$ cat config.mk
export PLATFORM = sky130hd
export DESIGN_NAME = xlat_cache
export DESIGN_NICKNAME = d
export VERILOG_FILES = /design/src/rtl/xlat_pkg.sv /design/src/rtl/xlat_split.sv /design/src/rtl/xlat_store.sv /design/src/rtl/xlat_read.sv /design/src/rtl/xlat_cache.sv
export SDC_FILE = /design/constraint.sdc
export NUM_CORES = 2
export LEC_CHECK = 0
export ABC_AREA = 1
export BUFFER_PORTS_ARGS = -buffer_cell sky130_fd_sc_hd__buf_2
export CORE_MARGIN = 5
export CORE_UTILIZATION = 29
export CTS_BUF_LIST = sky130_fd_sc_hd__clkbuf_8
export DETAILED_ROUTE_END_ITERATION = 8
export PLACE_DENSITY = 0.5
export SKIP_CTS_REPAIR_TIMING = 1
export SYNTH_ARGS = -nofsm -noshare
export SYNTH_HDL_FRONTEND = slang
export SYNTH_HIERARCHICAL = 1
export SYNTH_SLANG_ARGS = --single-unit
$ cat constraint.sdc
create_clock -name clk -period 5.6 [get_ports clk]
set_input_delay 0.56 -clock clk [delete_from_list [all_inputs] [get_ports clk]]
set_output_delay 0.56 -clock clk [all_outputs]
set_load 0.02 [all_outputs]
$ cat src/rtl/xlat_pkg.sv
package xlat_pkg;
    localparam int LA_W    = 32;
    localparam int OFS_W   = 12;
    localparam int SET_W   = 3;
    localparam int SLOT_W  = 2;
    localparam int IDX_W   = SET_W + SLOT_W;
    localparam int VPN_W   = LA_W - OFS_W;
    localparam int TAG_W   = VPN_W - IDX_W;
    localparam int FRAME_W = LA_W - OFS_W;
    localparam int N_ENT   = 1 << IDX_W;

    typedef logic [IDX_W-1:0]   idx_t;
    typedef logic [TAG_W-1:0]   tag_t;
    typedef logic [VPN_W-1:0]   vpn_t;
    typedef logic [FRAME_W-1:0] frame_t;

    typedef struct packed {
        logic   vld;
        logic   glb;
        tag_t   tag;
        frame_t frame;
    } entry_t;
endpackage

$ cat src/rtl/xlat_split.sv
module xlat_split
    import xlat_pkg::*;
(
    input  vpn_t vpn,
    output idx_t idx,
    output tag_t tag
);
    // low page-number bits select set (lower) and slot (upper)
    assign idx = vpn[IDX_W-1:0];
    assign tag = vpn[VPN_W-1:IDX_W];
endmodule

$ cat src/rtl/xlat_store.sv
module xlat_store
    import xlat_pkg::*;
#(
    parameter bit GLOBAL_EN = 1'b1
) (
    input  logic                 clk,
    input  logic                 rst_n,
    input  logic                 upd_en,
    input  idx_t                 upd_idx,
    input  tag_t                 upd_tag,
    input  frame_t               upd_frame,
    input  logic                 upd_global,
    input  logic                 inv_en,
    input  idx_t                 inv_idx,
    input  tag_t                 inv_tag,
    input  logic                 flush_req,
    input  logic                 flush_all,
    output entry_t [N_ENT-1:0]   ent_o
);
    typedef struct packed {
        entry_t [N_ENT-1:0] ent;
    } state_t;

    state_t st_d, st_q;
    entry_t fill_w;

    always_comb begin
        fill_w.vld   = 1'b1;
        fill_w.glb   = GLOBAL_EN & upd_global;
        fill_w.tag   = upd_tag;
        fill_w.frame = upd_frame;
    end

    always_comb begin
        st_d = st_q;
        for (int i = 0; i < N_ENT; i++) begin
            if (flush_req) begin
                if (flush_all || !st_q.ent[i].glb) begin
                    st_d.ent[i].vld = 1'b0;
                end
            end else begin
                if (inv_en && (inv_idx == idx_t'(i)) && st_q.ent[i].vld &&
                    (st_q.ent[i].tag == inv_tag)) begin
                    st_d.ent[i].vld = 1'b0;
                end
                if (upd_en && (upd_idx == idx_t'(i))) begin
                    st_d.ent[i] = fill_w;
                end
            end
        end
    end

    always_ff @(posedge clk) begin
        if (!rst_n) begin
            st_q <= '0;
        end else begin
            st_q <= st_d;
        end
    end

    assign ent_o = st_q.ent;
endmodule

$ cat src/rtl/xlat_read.sv
module xlat_read
    import xlat_pkg::*;
(
    input  entry_t [N_ENT-1:0]   ent_i,
    input  idx_t                 idx,
    input  tag_t                 tag,
    input  logic [OFS_W-1:0]     ofs,
    output logic                 hit,
    output logic [LA_W-1:0]      paddr
);
    entry_t sel;

    always_comb begin
        sel   = ent_i[idx];
        hit   = sel.vld && (sel.tag == tag);
        paddr = hit ? {sel.frame, ofs} : '0;
    end
endmodule

$ cat src/rtl/xlat_cache.sv
module xlat_cache
    import xlat_pkg::*;
#(
    parameter bit GLOBAL_EN = 1'b1
) (
    input  logic              clk,
    input  logic              rst_n,
    input  logic [LA_W-1:0]   lk_addr,
    output logic              lk_hit,
    output logic [LA_W-1:0]   lk_paddr,
    input  logic              upd_en,
    input  logic [VPN_W-1:0]  upd_vpn,
    input  logic [FRAME_W-1:0] upd_frame,
    input  logic              upd_global,
    input  logic              inv_en,
    input  logic [VPN_W-1:0]  inv_vpn,
    input  logic              flush_req,
    input  logic              flush_all
);
    localparam int N_PORT = 3; // lookup, update, invalidate

    vpn_t port_vpn [N_PORT];
    idx_t port_idx [N_PORT];
    tag_t port_tag [N_PORT];

    assign port_vpn[0] = lk_addr[LA_W-1:OFS_W];
    assign port_vpn[1] = upd_vpn;
    assign port_vpn[2] = inv_vpn;

    for (genvar p = 0; p < N_PORT; p++) begin : g_split
        xlat_split u_split (
            .vpn (port_vpn[p]),
            .idx (port_idx[p]),
            .tag (port_tag[p])
        );
    end

    entry_t [N_ENT-1:0] ent_w;

    xlat_store #(.GLOBAL_EN(GLOBAL_EN)) u_store (
        .clk        (clk),
        .rst_n      (rst_n),
        .upd_en     (upd_en),
        .upd_idx    (port_idx[1]),
        .upd_tag    (port_tag[1]),
        .upd_frame  (upd_frame),
        .upd_global (upd_global),
        .inv_en     (inv_en),
        .inv_idx    (port_idx[2]),
        .inv_tag    (port_tag[2]),
        .flush_req  (flush_req),
        .flush_all  (flush_all),
        .ent_o      (ent_w)
    );

    xlat_read u_read (
        .ent_i (ent_w),
        .idx   (port_idx[0]),
        .tag   (port_tag[0]),
        .ofs   (lk_addr[OFS_W-1:0]),
        .hit   (lk_hit),
        .paddr (lk_paddr)
    );
endmodule

==> impl_metrics.json <==
{
  "cp_max_fo": 160,
  "design.die.area_mm2": 0.221,
  "fp.dieH_um": 470,
  "async_reset_ff_frac": 0,
  "synth_area_per_cell_um2": 6.36,
  "synth_most_common_cell": "nand2_1",
  "rsz0062_at_grt": "no",
  "cts_buffer_depth": 3,
  "r2r_slack_ns": 3.72,
  "worstReg2RegStart": "u_store/ent_o[770]",
  "hold_class": "in2reg",
  "leakage_nw": 27.4,
  "cp.required_ns": 5.04,
  "fin_crit_sh": 0.842,
  "powerDensity_mw_per_mm2": 279,
  "slew_headroom": 0.183,
  "yosys_register_bits": 1184,
  "setup_tns_ns": 0,
  "largest_reg_flops": 1184,
  "tritoncts": "built",
  "final_nets": 9350,
  "worst_pin_slew_ns": 1.22,
  "first_iter_violations": 7832,
  "ioPinCount": 132,
  "ir_worst_vdd_mv": 0.283,
  "root_buffer": "clkbuf_8",
  "start_util": 0.292,
  "port_buffers": 131,
  "worst_hold_slack_ns": 0.138,
  "syn_nets": 9737,
  "antenna_found_initial": 29,
  "clock_sinks": 1184,
  "setup_viol": 0,
  "startpoint": "lk_addr[12]",
  "wire_per_inst_um": 21.9,
  "synth_edf_count": 0,
  "timing.fmax_mhz": 212,
  "synth_largest_area_cell": "dfxtp_1",
  "critPathArrivalTime_ns": 4.15,
  "grt_max_degree": 214,
  "post-route-util": 0.319,
  "yosysWarnings": 6,
  "area_delta_synth_final_pct": 9.23,
  "syn-instance-count": 9638,
  "synth_ff_type": "dfxtp_1",
  "synthDistinctLibCells": 37,
  "slew_viol_final": 0,
  "hold_viol_final": 0,
  "clock_skew_ns": 0.0367,
  "clk_pin_slew_ns": 0.06,
  "outcome": "finished, final reports clean",
  "vias": 63700,
  "layout_min_cycle_time_ns": 4.71,
  "yosysSeqAreaShare": 0.387,
  "gp_congestion": 0.889,
  "max_cap_violations": 0,
  "h-tree-depth": 4,
  "post-synth-top-area-fraction": 0.387,
  "via_per_inst": 5.20,
  "n_fill_cell": 23000,
  "chipWidth_um": 470,
  "dr.pass1.iters": 6,
  "critPathLaunchType": "input port",
  "wirelength_um": 268000,
  "path_class": "in2out",
  "grtUsageTotal": 0.230,
  "synth_area_mm2": 0.0613,
  "dp_hpwl_um": 154000,
  "synth.area.top_cells": "dfxtp_1 (39%), nand2_1 (15%), nor2_1 (12%)",
  "numCtsBuffers": 202,
  "cp-end-kind": "primary output",
  "gr-total-overflow": 0,
  "postRouteAntennaNets": 0,
  "core_area_mm2": 0.210,
  "drc": 0,
  "grt_pass1_wl_um": 392000,
  "grt_pass1_vias": 58400,
  "clk_latency_ns": 0.98,
  "rows": 168,
  "drive_gt1_frac": 0.0720,
  "min-delay-start": "rst_n",
  "synth_common_cells": "nand2_1 (2403), nor2_1 (1940), dfxtp_1 (1184), o21ai_0 (1162), a21oi_1 (618)"
}
==> cells by family after synthesis <==
| group | synth area share |
|---|---|
| buf+inv | 0.0927 |
| xor+xnor | 0.0193 |
| compound gates | 0.171 |
| simple gates | 0.331 |
| flops | 0.387 |
==> critical path: stages <==
cell     delay [ns]
buf_8          0.20
inv_16         0.53
buf_4          0.36
nand2_1        0.08
nand3_1        0.07
nand3_1        0.09
nand2_1        0.10
nand2_1        0.05
nand3_1        0.24
nand2_1        0.08
nand2_1        0.20
nand2_1        0.08
nor2_1         0.10
nand2_1        0.06
nor2_1         0.27
nand2_4        0.47
nor2_2         0.25
buf_2          0.19
==> stage by stage <==
step | setup WS (ns) | area [um^2] | total power [mW] | std cells
3_5_place_dp | 0.915 | 62700 | 10.5 | 11900
2_1_floorplan | 2.63 | 61300 | 9.90 | 9638
3_3_place_gp | 0.944 | 62700 | 10.5 | 11900
4_1_cts | 0.899 | 66900 | 18.8 | 12200
5_1_grt | 0.681 | 66900 | 19.3 | 12200
6_report | 0.886 | 66900 | 18.7 | 12200
==> layout by cell type, fill, tap and decap left out, drive strengths merged, types with 57 or more instances in the layout <==
master  synthesis  routed
o21ai        1162    1162
nand3         618     618
dfxtp        1184    1184
nand2        2404    2404
o311ai         57      57
a21oi         623     623
xnor2         135     135
inv           426     509
buf           427     262
nor2         1989    1989
clkbuf        427     258
==> worst paths after layout <==
kind	cells after the start	to
max	18	lk_paddr[15]
min	3	u_store/ent_o[476]
max reg2reg	9	u_store/ent_o[776]
min reg2reg	2	u_store/ent_o[225]
==> area by class of cell <==
type                       instances  area, um^2  share of cell area
antenna                           17        42.5            0.000635
clock buffer                     257        3540              0.0528
clock inverter                   114         662             0.00989
inverter                         431        1650              0.0246
multi-input combinational       7169       31900               0.477
sequential                      1184       23700               0.354
tap                             2805        3510              0.0524
timing repair buffer             263        1900              0.0284
==> power by group <==
| part | internal (mW) | total, mW | leakage [nW] | switching (mW) |
|---|---|---|---|---|
| combinational | 0.451 | 1.84 | 15.4 | 1.39 |
| clock | 4.35 | 8.29 | 2.47 | 3.94 |
| sequential | 8.49 | 8.53 | 9.54 | 0.0393 |
==> per-layer routing <==
| metal | track usage | routed length [um] | up-vias | part of all wire |
|---|---|---|---|---|
| met5 | 0 | 76 | - | 0.00028 |
| met4 | 0.0796 | 9220 | 12 | 0.034 |
| met3 | 0.0392 | 22600 | 500 | 0.084 |
| met2 | 0.359 | 117000 | 2810 | 0.44 |
| met1 | 0.319 | 119000 | 30400 | 0.44 |
| li1 | - | - | 30000 | - |
(Power assumes the default switching activity.)
